$ cat src/rtl/irq_comb_pkg.sv
package irq_comb_pkg;
    localparam logic [2:0] TRIG_NONE   = 3'd0;
    localparam logic [2:0] TRIG_FALL   = 3'd1;
    localparam logic [2:0] TRIG_RISE   = 3'd2;
    localparam logic [2:0] TRIG_BOTH   = 3'd3;
    localparam logic [2:0] TRIG_LVL_LO = 3'd4;
    localparam logic [2:0] TRIG_LVL_HI = 3'd5;

    localparam int TRIG_W = 3;

    localparam logic [2:0] REG_STATUS  = 3'd0;
    localparam logic [2:0] REG_MASK    = 3'd1;
    localparam logic [2:0] REG_TRIG_LO = 3'd2;
    localparam logic [2:0] REG_TRIG_HI = 3'd3;
    localparam logic [2:0] REG_IDENT   = 3'd4;
endpackage

$ cat src/rtl/irq_sync.sv
module irq_sync #(
    parameter int STAGES = 2
) (
    input  logic clk,
    input  logic rst_n,
    input  logic din,
    output logic dout
);
    logic [STAGES-1:0] chain_d, chain_q;

    always_comb begin
        chain_d = {chain_q[STAGES-2:0], din};
    end

    always_ff @(posedge clk or negedge rst_n) begin
        if (!rst_n) chain_q <= '0;
        else        chain_q <= chain_d;
    end

    assign dout = chain_q[STAGES-1];
endmodule

$ cat src/rtl/irq_src_detect.sv
module irq_src_detect
    import irq_comb_pkg::*;
#(
    parameter int SYNC_STAGES = 2
) (
    input  logic              clk,
    input  logic              rst_n,
    input  logic              raw_i,
    input  logic [TRIG_W-1:0] trig_i,
    output logic              evt_o
);
    logic lvl;
    logic prev_d, prev_q;

    irq_sync #(.STAGES(SYNC_STAGES)) u_sync (
        .clk  (clk),
        .rst_n(rst_n),
        .din  (raw_i),
        .dout (lvl)
    );

    always_comb begin
        prev_d = lvl;
        unique case (trig_i)
            TRIG_FALL:   evt_o = prev_q & ~lvl;
            TRIG_RISE:   evt_o = ~prev_q & lvl;
            TRIG_BOTH:   evt_o = prev_q ^ lvl;
            TRIG_LVL_LO: evt_o = ~lvl;
            TRIG_LVL_HI: evt_o = lvl;
            default:     evt_o = 1'b0;
        endcase
    end

    always_ff @(posedge clk or negedge rst_n) begin
        if (!rst_n) prev_q <= 1'b0;
        else        prev_q <= prev_d;
    end

    // an unused code never produces an event
    p_no_trigger_r6: assert property (@(posedge clk) disable iff (!rst_n)
        (trig_i == TRIG_NONE || trig_i > TRIG_LVL_HI) |-> !evt_o)
        else $error("p_no_trigger_r6");
endmodule

$ cat src/rtl/irq_combiner.sv
module irq_combiner
    import irq_comb_pkg::*;
#(
    parameter int          NUM_SRC     = 10,
    parameter int          DATA_W      = 16,
    parameter int          ADDR_W      = 3,
    parameter int          SYNC_STAGES = 2,
    parameter logic [7:0]  BOARD_NUM   = 8'h03,
    parameter logic [7:0]  BOARD_REV   = 8'h21
) (
    input  logic               clk,
    input  logic               rst_n,
    input  logic [NUM_SRC-1:0] src_i,
    input  logic               bus_sel,
    input  logic               bus_wr,
    input  logic [ADDR_W-1:0]  bus_addr,
    input  logic [DATA_W-1:0]  bus_wdata,
    output logic [DATA_W-1:0]  bus_rdata,
    output logic               irq_n
);
    localparam int PER_REG = DATA_W / TRIG_W;
    localparam int LO_W    = PER_REG * TRIG_W;
    localparam int ALL_W   = NUM_SRC * TRIG_W;
    localparam int HI_W    = ALL_W - LO_W;
    localparam logic [DATA_W-1:0] ID_WORD = DATA_W'({BOARD_NUM, BOARD_REV});

    typedef struct packed {
        logic [NUM_SRC-1:0] pend;
        logic [DATA_W-1:0]  mask;
        logic [ALL_W-1:0]   trig;
    } state_t;

    state_t st_d, st_q;
    logic [NUM_SRC-1:0] evt;
    logic wr_stat, wr_mask, wr_lo, wr_hi;

    genvar gi;
    generate
        for (gi = 0; gi < NUM_SRC; gi++) begin : g_src
            irq_src_detect #(.SYNC_STAGES(SYNC_STAGES)) u_det (
                .clk   (clk),
                .rst_n (rst_n),
                .raw_i (src_i[gi]),
                .trig_i(st_q.trig[TRIG_W*gi +: TRIG_W]),
                .evt_o (evt[gi])
            );
        end
    endgenerate

    always_comb begin
        wr_stat = bus_sel && bus_wr && (bus_addr == ADDR_W'(REG_STATUS));
        wr_mask = bus_sel && bus_wr && (bus_addr == ADDR_W'(REG_MASK));
        wr_lo   = bus_sel && bus_wr && (bus_addr == ADDR_W'(REG_TRIG_LO));
        wr_hi   = bus_sel && bus_wr && (bus_addr == ADDR_W'(REG_TRIG_HI));

        st_d = st_q;
        if (wr_stat) st_d.pend = (st_q.pend & bus_wdata[NUM_SRC-1:0]) | evt;
        else         st_d.pend = st_q.pend | evt;
        if (wr_mask) st_d.mask = bus_wdata;
        if (wr_lo)   st_d.trig[LO_W-1:0] = bus_wdata[LO_W-1:0];
        if (wr_hi)   st_d.trig[ALL_W-1:LO_W] = bus_wdata[HI_W-1:0];
    end

    always_ff @(posedge clk or negedge rst_n) begin
        if (!rst_n) begin
            st_q.pend <= '0;
            st_q.mask <= '1;
            st_q.trig <= '0;
        end else begin
            st_q <= st_d;
        end
    end

    always_comb begin
        bus_rdata = '0;
        if (bus_sel && !bus_wr) begin
            unique case (bus_addr)
                ADDR_W'(REG_STATUS):  bus_rdata = {{(DATA_W-NUM_SRC){1'b0}}, st_q.pend};
                ADDR_W'(REG_MASK):    bus_rdata = st_q.mask;
                ADDR_W'(REG_TRIG_LO): bus_rdata = {{(DATA_W-LO_W){1'b0}}, st_q.trig[LO_W-1:0]};
                ADDR_W'(REG_TRIG_HI): bus_rdata = {{(DATA_W-HI_W){1'b0}}, st_q.trig[ALL_W-1:LO_W]};
                ADDR_W'(REG_IDENT):   bus_rdata = ID_WORD;
                default:              bus_rdata = '0;
            endcase
        end
    end

    assign irq_n = ~|(st_q.pend & ~st_q.mask[NUM_SRC-1:0]);

    // bits written as 0 with no event that cycle end up cleared
    p_clear_zero_r7: assert property (@(posedge clk) disable iff (!rst_n)
        wr_stat |=> ((st_q.pend & ~$past(bus_wdata[NUM_SRC-1:0]) & ~$past(evt)) == '0))
        else $error("p_clear_zero_r7");

    // every detected event is held in status on the following cycle
    p_event_wins_r8: assert property (@(posedge clk) disable iff (!rst_n)
        (|evt) |=> ((st_q.pend & $past(evt)) == $past(evt)))
        else $error("p_event_wins_r8");

    // masking everything releases the request one cycle later
    p_mask_release_r10: assert property (@(posedge clk) disable iff (!rst_n)
        (wr_mask && bus_wdata == '1) |=> irq_n)
        else $error("p_mask_release_r10");

    // request can only be active while some enabled source is pending
    p_req_needs_pend_r9: assert property (@(posedge clk) disable iff (!rst_n)
        !irq_n |-> (st_q.pend != '0))
        else $error("p_req_needs_pend_r9");
endmodule

$ cat config.mk
export PLATFORM = sky130hd
export DESIGN_NAME = irq_combiner
export DESIGN_NICKNAME = d
export VERILOG_FILES = /design/src/rtl/irq_comb_pkg.sv /design/src/rtl/irq_sync.sv /design/src/rtl/irq_src_detect.sv /design/src/rtl/irq_combiner.sv
export SDC_FILE = /design/constraint.sdc
export NUM_CORES = 1
export LEC_CHECK = 0
export ABC_CLOCK_PERIOD_IN_PS = 3800
export BUFFER_PORTS_ARGS = -buffer_cell sky130_fd_sc_hd__buf_2
export CAP_MARGIN = 20
export CELL_PAD_IN_SITES_DETAIL_PLACEMENT = 1
export CELL_PAD_IN_SITES_GLOBAL_PLACEMENT = 1
export CORE_AREA = 4 4 98 100
export DETAILED_ROUTE_END_ITERATION = 7
export DIE_AREA = 0 0 102 104
export PLACE_DENSITY_LB_ADDON = 0.25
export SYNTH_ARGS = -nofsm -noshare
export SYNTH_HDL_FRONTEND = slang
export SYNTH_SLANG_ARGS = --single-unit
$ cat constraint.sdc
create_clock -name clk -period 3.8 [get_ports clk]
set_clock_uncertainty 0.1 [all_clocks]
set_input_delay 0.76 -clock clk [delete_from_list [all_inputs] [get_ports clk]]
set_output_delay 0.76 -clock clk [all_outputs]
set_load 0.005 [all_outputs]
==> key figures, run 1 <==
Clocking
  – CTS tree: built
  – Post_cts resized: 0
  – Clock latency at the later pin of the worst-skew pair: 0.36 ns
  – Clk slew on worst S/H paths: 0.08 ns
  – CTS Root Cell: clkbuf_8
  – Num CTS Buffers: 9
  – Clock Path Buffers: 2
  – CTS H-tree lvls: 3
  – Postcts setup bufs: 0
  – Hold_buf cts: 0
  – Clock Sinks: 86

Worst setup path
  – CP max stage delay: 0.38 ns
  – Critical path startpoint category: primary input
  – Most numerous cell on the critical path: buf_2
  – CP max-delay cell: buf_2
  – Crit path kind: primary input to primary output
  – Worst EP arrival: 2.07 ns
  – Reg2Reg Depth: 5
  – CP required: 2.94 ns
  – Worst setup EP type: primary output
  – CP Cell Sequence: buf_2 -> buf_4 -> mux2i_1 -> o22a_1 -> nor2_1 -> buf_2
  – CP Max Fanout: 19

Power
  – P_sw: 0.685 mW
  – Combinational cell fraction of total power: 0.181
  – Maximum vdd drop: 257 uV
  – PwrDens: 482 mW/mm2
  – Internal power: 1.66 mW
  – Sw frac: 0.291
  – Static leakage: 2.32 nW
  – Clock network power share: 0.290
  – Power share of the sequential group: 0.530

Drt
  – 1st-iter DRT viols: 88
  – Vias: 2954
  – WL/cell: 18.8 um
  – # DRC: 0
  – Final wirelength: 9970 um
  – DR vias/cell: 5.57
  – DR pass1 iterations: 4
  – DRT antenna net count: 0

STA
  – Setup Viol. Count Final: 0
  – Hold Fails Final Rpt: 0
  – Setup TNS: 0 ns
  – Max-slew headroom: 0.561
  – Worst Max-Slew Pin Slew: 0.658 ns
  – RSZ-0062 raised after global routing: no
  – Fin. max-slew vios: 0
  – Final Cycle Share: 0.772
  – FMAX: 0.341 GHz
  – Min Tclk post-route: 2.93 ns

Placed design
  – Port buffer count: 49
  – Placed Cells incl. Taps: 514
  – Placer Congestion: 0.781
  – Dpl hpwl: 7250 um

Finish
  – Post-Layout Cell Count: 530
  – # diodes: 0
  – Share of cells above drive strength 1: 0.339
  – Area growth from synthesis to layout: 12.0%
  – NumNets Final: 470

Yosys
  – Cell with the most instances after synthesis: dfrtp_1
  – Number of synthesized flops with an enable pin: 0
  – Post-Syn Instances: 366
  – Sequential-to-total area share from yosys stat: 0.499
  – Post-Syn Nets: 419
  – Main synth FF type: dfrtp_1
  – Post-synth top cells: dfrtp_1, mux2_2, inv_1
  – Synth area leaders: dfrtp_1, mux2_2, dfstp_2
  – Largest area contributor in the synthesized netlist: dfrtp_1
  – Mapped Area: 0.00435 mm2
  – Post-synth ARST share: 1.00
  – Mapped Avg Cell Area: 11.9 um2
  – Yosys warnings: 0
  – #FFs+latches synth: 86
  – Top cell type's share of synthesized area: 0.403
  – Count of cell types in the netlist: 44

Global route
  – Gr usage total: 0.202
  – Largest net degree at the start of global routing: 53
  – Initial antenna violation count: 0
  – First-pass GRT wire length: 16800 um
  – Vias in the first global route: 3302
  – Gr ovfl total: 0

Min path
  – Hold WC Path Type: flop to flop
  – Hold depth: 0

Floorplan
  – Core box area: 0.00868 mm2
  – Die width: 102 um
  – Row cnt: 34
  – Top Ports: 50
  – Initial core utilization: 0.501
  – Die area: 0.0106 mm2
  – Chip height: 104 um

Status
  – Status: complete, no violations

Run
  – MaxCap Viol Count: 0
[layout by cell type, fill, tap and decap left out, types with 3 or more instances in the layout]
cell type   n
mux2_2     44
buf_4       4
a211oi_1    8
buf_2      48
nor2b_1     3
inv_6       4
dfrtp_1    70
a22oi_1     7
inv_1      40
clkbuf_8   10
mux2i_1    24
nand3b_1    3
xnor2_1     8
nor2_1     28
o21ai_0    21
o22ai_1     3
ha_1       20
a2bb2oi_1   3
o22a_1      8
dfstp_2    16
mux2_4      6
o21a_1      8
nand2_1    12
[layout make-up]
type,instances,area [um2]
clock inverters,6,73.8
repair buffers,52,270
inverters,40,150
fillers,946,3800
multi-input cells,228,1930
clock buffers,10,138
well taps,108,135
flip-flops and latches,86,2170
[worst paths after layout]
path / start / end / slack, ns
hold reg to reg: g_src[0].u_det.u_sync.chain_q[0] / g_src[0].u_det.u_sync.chain_q[1] / 0.25
setup reg to reg: g_src[4].u_det.u_sync.chain_q[1] / st_q[50] / 2.37
hold / removal: g_src[0].u_det.u_sync.chain_q[0] / g_src[0].u_det.u_sync.chain_q[1] / 0.25
setup / recovery: bus_addr[1] / bus_rdata[1] / 0.87
min in group asynchronous: rst_n / g_src[4].u_det.u_sync.chain_q[1] / 0.32
max in group asynchronous: rst_n / st_q[39] / 2.48
[sequential cells by signal, indices dropped and copies added (netlist names)]
| name | flops |
|---|---|
| st_q | 56 |
| g_src.u_det.prev_q | 10 |
| g_src.u_det.u_sync.chain_q | 20 |
[power groups by stage]
stage               clock network, mW  logic (mW)  registers, mW
detailed placement                  0       0.428           1.26
CTS                             0.702       0.432           1.24
global placement                    0       0.406           1.25
finish                          0.680       0.424           1.24
floorplan                           0       0.325           1.20
global route                    0.747       0.477           1.27
[logic make-up after synthesis]
kind of cell	synth area share
AOI/OAI and AO/OA	0.101
xor gates and xnor gates	0.0161
adders and majority gates	0.0575
buffers and inverters	0.0564
DFF	0.499
muxes	0.198
and+or+nand+nor	0.0727
[metrics by stage]
| stage | cell area [um2] | setup slack (ns) | hold WS [ns] | utilization | power, mW |
|---|---|---|---|---|---|
| after detailed placement | 4660 | 0.852 | 0.236 | 0.537 | 1.69 |
| after CTS | 4870 | 0.857 | 0.257 | 0.562 | 2.38 |
| after global placement | 4660 | 0.906 | 0.232 | 0.537 | 1.66 |
| after floorplan | 4350 | 1.31 | 0.231 | - | 1.53 |
| after global routing | 4870 | 0.783 | 0.269 | 0.562 | 2.49 |
| final | 4870 | 0.867 | 0.254 | 0.562 | 2.35 |
[layer usage]
| metal | vias up | part of all wire | global-route usage |
|---|---|---|---|
| met1 | 1534 | 0.44 | 0.261 |
| met4 | 0 | 0.0068 | 0.0440 |
| met5 | - | 0 | 0 |
| met2 | 46 | 0.52 | 0.341 |
| li1 | 1369 | - | - |
| met3 | 5 | 0.037 | 0.0469 |
[worst max-delay path, delay by kind of cell]
kind            cells  cell delay [ns]
compound gates      1             0.16
buf+inv             3             0.85
mux                 1             0.24
simple gates        1             0.05
Power figures use the tool's default switching activity.
==> run 2, diff against run 1 <==
--- a/config.mk
+++ b/config.mk
@@ -5,14 +5,14 @@
 export SDC_FILE = /design/constraint.sdc
 export NUM_CORES = 1
 export LEC_CHECK = 0
-export ABC_CLOCK_PERIOD_IN_PS = 3800
+export ABC_CLOCK_PERIOD_IN_PS = 3000
 export BUFFER_PORTS_ARGS = -buffer_cell sky130_fd_sc_hd__buf_2
 export CAP_MARGIN = 20
 export CELL_PAD_IN_SITES_DETAIL_PLACEMENT = 1
 export CELL_PAD_IN_SITES_GLOBAL_PLACEMENT = 1
-export CORE_AREA = 4 4 98 100
+export CORE_AREA = 4 4 102 104
 export DETAILED_ROUTE_END_ITERATION = 7
-export DIE_AREA = 0 0 102 104
+export DIE_AREA = 0 0 106 108
 export PLACE_DENSITY_LB_ADDON = 0.25
 export SYNTH_ARGS = -nofsm -noshare
 export SYNTH_HDL_FRONTEND = slang
==> constraint.sdc (replaced) <==
create_clock -name clk -period 3 [get_ports clk]
set_clock_uncertainty 0.1 [all_clocks]
set_input_delay 0.6 -clock clk [delete_from_list [all_inputs] [get_ports clk]]
set_output_delay 0.6 -clock clk [all_outputs]
set_load 0.005 [all_outputs]
==> run 2 against run 1 <==
Register-to-register slack got worse by 0.80 ns; cell count rose by 4.9%; clock-buffer cell count rose by 5.
==> key figures, run 2 (synthesis gave the netlist of run 1 again) <==
STA
  – RSZ-0062 raised after global routing: no (unchanged)
  – Max-slew headroom: 0.598 (was 0.561)
  – Min Tclk post-route: 2.58 ns
  – Worst hold margin: 0.117 ns (was 0.254 ns)
  – Setup Viol. Count Final: 0 (unchanged)
  – Final Cycle Share: 0.860
  – Worst Max-Slew Pin Slew: 0.601 ns (was 0.658 ns)
  – Setup TNS: 0 ns (unchanged)
  – Fin. max-slew vios: 0 (unchanged)
  – FMAX: 0.387 GHz
  – Hold Fails Final Rpt: 0 (unchanged)

Finish
  – Post-Layout Cell Count: 556 (was 530)
  – Area growth from synthesis to layout: 12.2% (was 12.0%)
  – Max reg flops: 56 (unchanged)
  – Most frequent cells in the layout: dfrtp_1, buf_2, mux2_2, inv_1, nor2_1 (unchanged)
  – Commonest non-fill, non-tap cell in the layout: dfrtp_1 (unchanged)
  – NumNets Final: 471 (was 470)
  – Top Registers: st_q x56, g_src.u_det.u_sync.chain_q x20, g_src.u_det.prev_q x10 (unchanged)
  – # diodes: 0 (unchanged)
  – Fillers: 1035 (was 946)
  – Biggest register: st_q (unchanged)
  – Share of cells above drive strength 1: 0.331 (was 0.339)

Min path
  – Hold WC Path Type: primary input to asynchronous set/reset pin (was flop to flop)

Floorplan
  – Initial core utilization: 0.456 (was 0.501)
  – Row cnt: 36 (was 34)
  – Top Ports: 50 (unchanged)
  – Die width: 106 um (was 102 um)
  – Core box area: 0.00955 mm2 (was 0.00868 mm2)
  – Die area: 0.0114 mm2 (was 0.0106 mm2)
  – Chip height: 108 um (was 104 um)

Clocking
  – CTS H-tree lvls: 3 (unchanged)
  – Clock Path Buffers: 2 (unchanged)
  – Clk slew on worst S/H paths: 0.08 ns (about the same)
  – Clock Sinks: 86 (unchanged)
  – CTS tree: built (unchanged)
  – CTS Root Cell: clkbuf_8 (unchanged)
  – Num CTS Buffers: 9 (unchanged)
  – Hold_buf cts: 0 (unchanged)
  – Postcts setup bufs: 0 (unchanged)
  – Post_cts resized: 0 (unchanged)
  – Clock latency at the later pin of the worst-skew pair: 0.37 ns (was 0.36 ns)

Power
  – PwrDens: 585 mW/mm2 (was 482 mW/mm2)
  – Maximum vdd drop: 245 uV (was 257 uV)
  – Static leakage: 2.31 nW (was 2.32 nW)

Status
  – Status: complete, no violations (unchanged)

Placed design
  – Placed Cells incl. Taps: 540 (was 514)
  – Placer Congestion: 0.780 (was 0.781)
  – Port buffer count: 49 (unchanged)
  – Dpl hpwl: 7060 um (was 7250 um)

Global route
  – First-pass GRT wire length: 16600 um (was 16800 um)
  – Vias in the first global route: 3128 (was 3302)
  – Gr ovfl total: 0 (unchanged)
  – Largest net degree at the start of global routing: 45 (was 53)
  – Gr usage total: 0.190 (was 0.202)
  – Initial antenna violation count: 0 (unchanged)

Drt
  – 1st-iter DRT viols: 70 (was 88)
  – DR vias/cell: 5.29 (was 5.57)
  – WL/cell: 17.9 um (was 18.8 um)
  – # DRC: 0 (unchanged)
  – Final wirelength: 9950 um (was 9970 um)
  – DR pass1 iterations: 4 (unchanged)
  – DRT antenna net count: 0 (unchanged)
  – Vias: 2943 (was 2954)

Run
  – MaxCap Viol Count: 0 (unchanged)

Worst setup path
  – Worst setup EP type: primary output (unchanged)
  – Reg2Reg Depth: 5 (unchanged)
  – RR Endpoint: st_q[50] (unchanged)
  – Worst EP arrival: 1.88 ns (was 2.07 ns)
  – CP Max Fanout: 21 (was 19)
  – Top delay family on crit path: buffers and inverters (unchanged)
  – Reg2reg start: g_src[4].u_det.u_sync.chain_q[1] (unchanged)
  – CP required: 2.30 ns (was 2.94 ns)
  – CP max stage delay: 0.56 ns (was 0.38 ns)
  – Most numerous cell on the critical path: buf_2 (unchanged)
  – Reg2reg setup slack: 1.57 ns (was 2.37 ns)
  – CP max-delay cell: mux4_2 (was buf_2)
  – WP buf/inv: 2 (was 3)
  – Crit path kind: primary input to primary output (unchanged)
  – CP Cell Sequence: buf_2 -> mux4_2 -> nor2b_1 -> buf_2 (was buf_2 -> buf_4 -> mux2i_1 -> o22a_1 -> nor2_1 -> buf_2)
  – Critical path startpoint category: primary input (unchanged)
-- run 2: cell types whose count changed in the layout (fill, tap and decap cells not counted), sizes merged --
cell,delta
buf,+1
bufinv,-1
clkbuf,+5
inv,-4
-- run 2: worst max path at each step --
stage                     slack, ns  cells past startpoint   startpoint           end
after floorplan                0.83                      4  bus_addr[1]  bus_rdata[7]
after global placement         0.43                      4  bus_addr[0]  bus_rdata[7]
after detailed placement       0.40                      5  bus_addr[0]  bus_rdata[5]
after CTS                      0.43                      4  bus_addr[0]  bus_rdata[7]
after global routing           0.33                      5  bus_addr[0]  bus_rdata[5]
final                          0.42                      4  bus_addr[0]  bus_rdata[7]
-- run 2: where the power goes --
group	internal, mW	leakage, nW	switching, mW
registers	1.37	0.977	0.201
clock network	0.347	0.0877	0.402
logic	0.316	1.24	0.220
-- run 2: worst reg2reg max path: stages (launching register included) --
cell      delay, ns
dfrtp_1        0.41
inv_1          0.06
ha_1           0.17
mux2_2         0.25
a22oi_1        0.19
o211ai_1       0.12
-- run 2: final cells by class --
class / count / area, um2 / share of cell area
tap: 133 / 166 / 0.0341
timing repair buffer: 53 / 290 / 0.0594
inverter: 40 / 150 / 0.0307
clock inverter: 1 / 5.00 / 0.00102
clock buffer: 15 / 166 / 0.0341
sequential: 86 / 2170 / 0.445
multi-input combinational: 228 / 1930 / 0.396
-- run 2: per-layer routing --
layer	vias to the layer above	GRT usage	share of wire	wire length, um
li1	1368	-	-	-
met1	1508	0.251	0.47	4660
met2	52	0.298	0.47	4640
met3	15	0.0507	0.044	434
met4	0	0.0823	0.022	218
met5	-	0	0	0
-- run 2: stage by stage --
stage          utilization  power, mW  area (um2)  worst slack (ns)
6_report             0.512       2.86        4880             0.419
5_1_grt              0.512       3.04        4880             0.329
4_1_cts              0.512       2.89        4880             0.433
3_5_place_dp         0.494       2.13        4710             0.403
3_3_place_gp         0.494       2.10        4710             0.432
2_1_floorplan            -       1.94        4350             0.827
==> run 3, diff against run 2 <==
--- a/config.mk
+++ b/config.mk
@@ -13,7 +13,7 @@
 export CORE_AREA = 4 4 102 104
 export DETAILED_ROUTE_END_ITERATION = 7
 export DIE_AREA = 0 0 106 108
-export PLACE_DENSITY_LB_ADDON = 0.25
+export PLACE_DENSITY = 0.77
 export SYNTH_ARGS = -nofsm -noshare
 export SYNTH_HDL_FRONTEND = slang
 export SYNTH_SLANG_ARGS = --single-unit
==> run 3 against run 2 <==
Fmax shrank 1.6%; final area increased by 0.92%; sequential share of layout area decreased by 0.41 points; clock-buffer cell count is 5 lower; die area unchanged.
==> key figures, run 3 (synthesis gave the netlist of run 1 again) <==
Finish
  – Commonest non-fill, non-tap cell in the layout: dfrtp_1 (unchanged)
  – Fillers: 1046 (was 1035)
  – NumNets Final: 473 (was 471)
  – # diodes: 0 (unchanged)
  – Biggest register: st_q (unchanged)
  – Top Registers: st_q x56, g_src.u_det.u_sync.chain_q x20, g_src.u_det.prev_q x10 (unchanged)
  – Share of cells above drive strength 1: 0.341 (was 0.331)
  – Area growth from synthesis to layout: 13.3% (was 12.2%)
  – Most frequent cells in the layout: dfrtp_1, buf_2, mux2_2, inv_1, nor2_1 (unchanged)
  – Max reg flops: 56 (unchanged)

Drt
  – Final wirelength: 10500 um (was 9950 um)
  – WL/cell: 18.9 um (was 17.9 um)
  – Vias: 3009 (was 2943)
  – 1st-iter DRT viols: 75 (was 70)
  – DR vias/cell: 5.39 (was 5.29)
  – # DRC: 0 (unchanged)
  – DR pass1 iterations: 4 (unchanged)
  – DRT antenna net count: 0 (unchanged)

Power
  – Overall power: 3.02 mW (was 2.86 mW)
  – PwrDens: 613 mW/mm2 (was 585 mW/mm2)
  – Maximum vdd drop: 268 uV (was 245 uV)
  – Static leakage: 2.33 nW (was 2.31 nW)

Worst setup path
  – Critical path startpoint category: primary input (unchanged)
  – Crit path kind: primary input to primary output (unchanged)
  – Worst setup EP type: primary output (unchanged)
  – Worst EP arrival: 1.92 ns (was 1.88 ns)
  – CP required: 2.30 ns (about the same)
  – CP Max Fanout: 21 (unchanged)

Clocking
  – Clock Sinks: 86 (unchanged)
  – Post_cts resized: 0 (unchanged)
  – CTS tree: built (unchanged)
  – Clock latency at the later pin of the worst-skew pair: 0.36 ns (was 0.37 ns)
  – Clk slew on worst S/H paths: 0.09 ns (was 0.08 ns)
  – Postcts setup bufs: 0 (unchanged)
  – Hold_buf cts: 0 (unchanged)
  – Num CTS Buffers: 9 (unchanged)
  – Clock Path Buffers: 2 (unchanged)
  – CTS Root Cell: clkbuf_8 (unchanged)
  – CTS H-tree lvls: 3 (unchanged)

STA
  – Final Cycle Share: 0.874 (was 0.860)
  – Hold Fails Final Rpt: 0 (unchanged)
  – Setup Viol. Count Final: 0 (unchanged)
  – Worst Max-Slew Pin Slew: 0.654 ns (was 0.601 ns)
  – Setup TNS: 0 ns (unchanged)
  – Min Tclk post-route: 2.62 ns (was 2.58 ns)
  – Fin. max-slew vios: 0 (unchanged)
  – Max-slew headroom: 0.564 (was 0.598)
  – RSZ-0062 raised after global routing: no (unchanged)
  – FMAX: 0.381 GHz (was 0.387 GHz)

Floorplan
  – Die area: 0.0114 mm2 (unchanged)
  – Top Ports: 50 (unchanged)
  – Chip height: 108 um (unchanged)
  – Initial core utilization: 0.456 (unchanged)
  – Core box area: 0.00955 mm2 (unchanged)
  – Row cnt: 36 (unchanged)
  – Die width: 106 um (unchanged)

Global route
  – Gr usage total: 0.199 (was 0.190)
  – Gr ovfl total: 0 (unchanged)
  – Vias in the first global route: 3306 (was 3128)
  – Largest net degree at the start of global routing: 51 (was 45)
  – Initial antenna violation count: 0 (unchanged)
  – First-pass GRT wire length: 17600 um (was 16600 um)

Placed design
  – Placer Congestion: 0.797 (was 0.780)
  – Port buffer count: 49 (unchanged)
  – Dpl hpwl: 7700 um (was 7060 um)

Min path
  – Hold WC Path Type: primary input to asynchronous set/reset pin (unchanged)

Status
  – Status: complete, no violations (unchanged)

Run
  – MaxCap Viol Count: 0 (unchanged)
==> run 3: cell types whose count changed in the layout (fill, tap and decap cells not counted) <==
cell,delta
clkinv_2,+1
clkbuf_8,-2
clkinv_4,+1
clkinvlp_4,+1
buf_4,+3
bufinv_16,+2
clkbuf_1,-3
buf_12,-1
==> run 3: per-stage QoR <==
stage	setup slack, ns	hold slack, ns	util	std cells	cell area [um2]
CTS	0.373	0.169	0.516	558	4930
global route	0.268	0.180	0.516	558	4930
detailed placement	0.380	0.236	0.494	542	4720
floorplan	0.827	0.204	-	366	4350
finish	0.378	0.155	0.516	558	4930
global placement	0.438	0.232	0.494	542	4720
==> run 3: area by class of cell <==
type | count | area (um2) | area share
Tap cell | 133 | 166 | 0.0338
Timing Repair Buffer | 55 | 293 | 0.0594
Sequential cell | 86 | 2170 | 0.441
Clock inverter | 6 | 86.3 | 0.0175
Clock buffer | 10 | 128 | 0.0259
Inverter | 40 | 150 | 0.0305
Multi-Input combinational cell | 228 | 1930 | 0.392
==> run 3: critical path, cell delays in order <==
cell	delay [ns]
buf_2	0.41
or2_0	0.45
o221a_2	0.28
nor2_1	0.04
buf_2	0.12
==> run 3: worst paths after layout <==
path	slack [ns]	from	cells past startpoint	endpoint
setup reg to reg	1.51	g_src[4].u_det.u_sync.chain_q[1]	5	st_q[50]
setup / recovery	0.38	bus_addr[0]	5	bus_rdata[5]
hold / removal	0.16	rst_n	1	g_src[0].u_det.u_sync.chain_q[0]
min in group clk	0.24	src_i[3]	1	g_src[3].u_det.u_sync.chain_q[0]
hold reg to reg	0.25	g_src[2].u_det.u_sync.chain_q[0]	0	g_src[2].u_det.u_sync.chain_q[1]
max in group asynchronous	1.92	rst_n	2	st_q[33]
==> run 3: power by group <==
group / leakage (nW) / total [mW] / internal (mW) / switching, mW
registers: 0.977 / 1.58 / 1.37 / 0.208
clock network: 0.106 / 0.895 / 0.468 / 0.427
logic: 1.25 / 0.545 / 0.316 / 0.229
==> run 3: per-layer routing <==
metal,share of wire,GRT usage,wire length [um]
met1,0.44,0.255,4600
met5,0,0,0
met3,0.030,0.0370,319
met4,0.019,0.0731,203
met2,0.51,0.341,5390
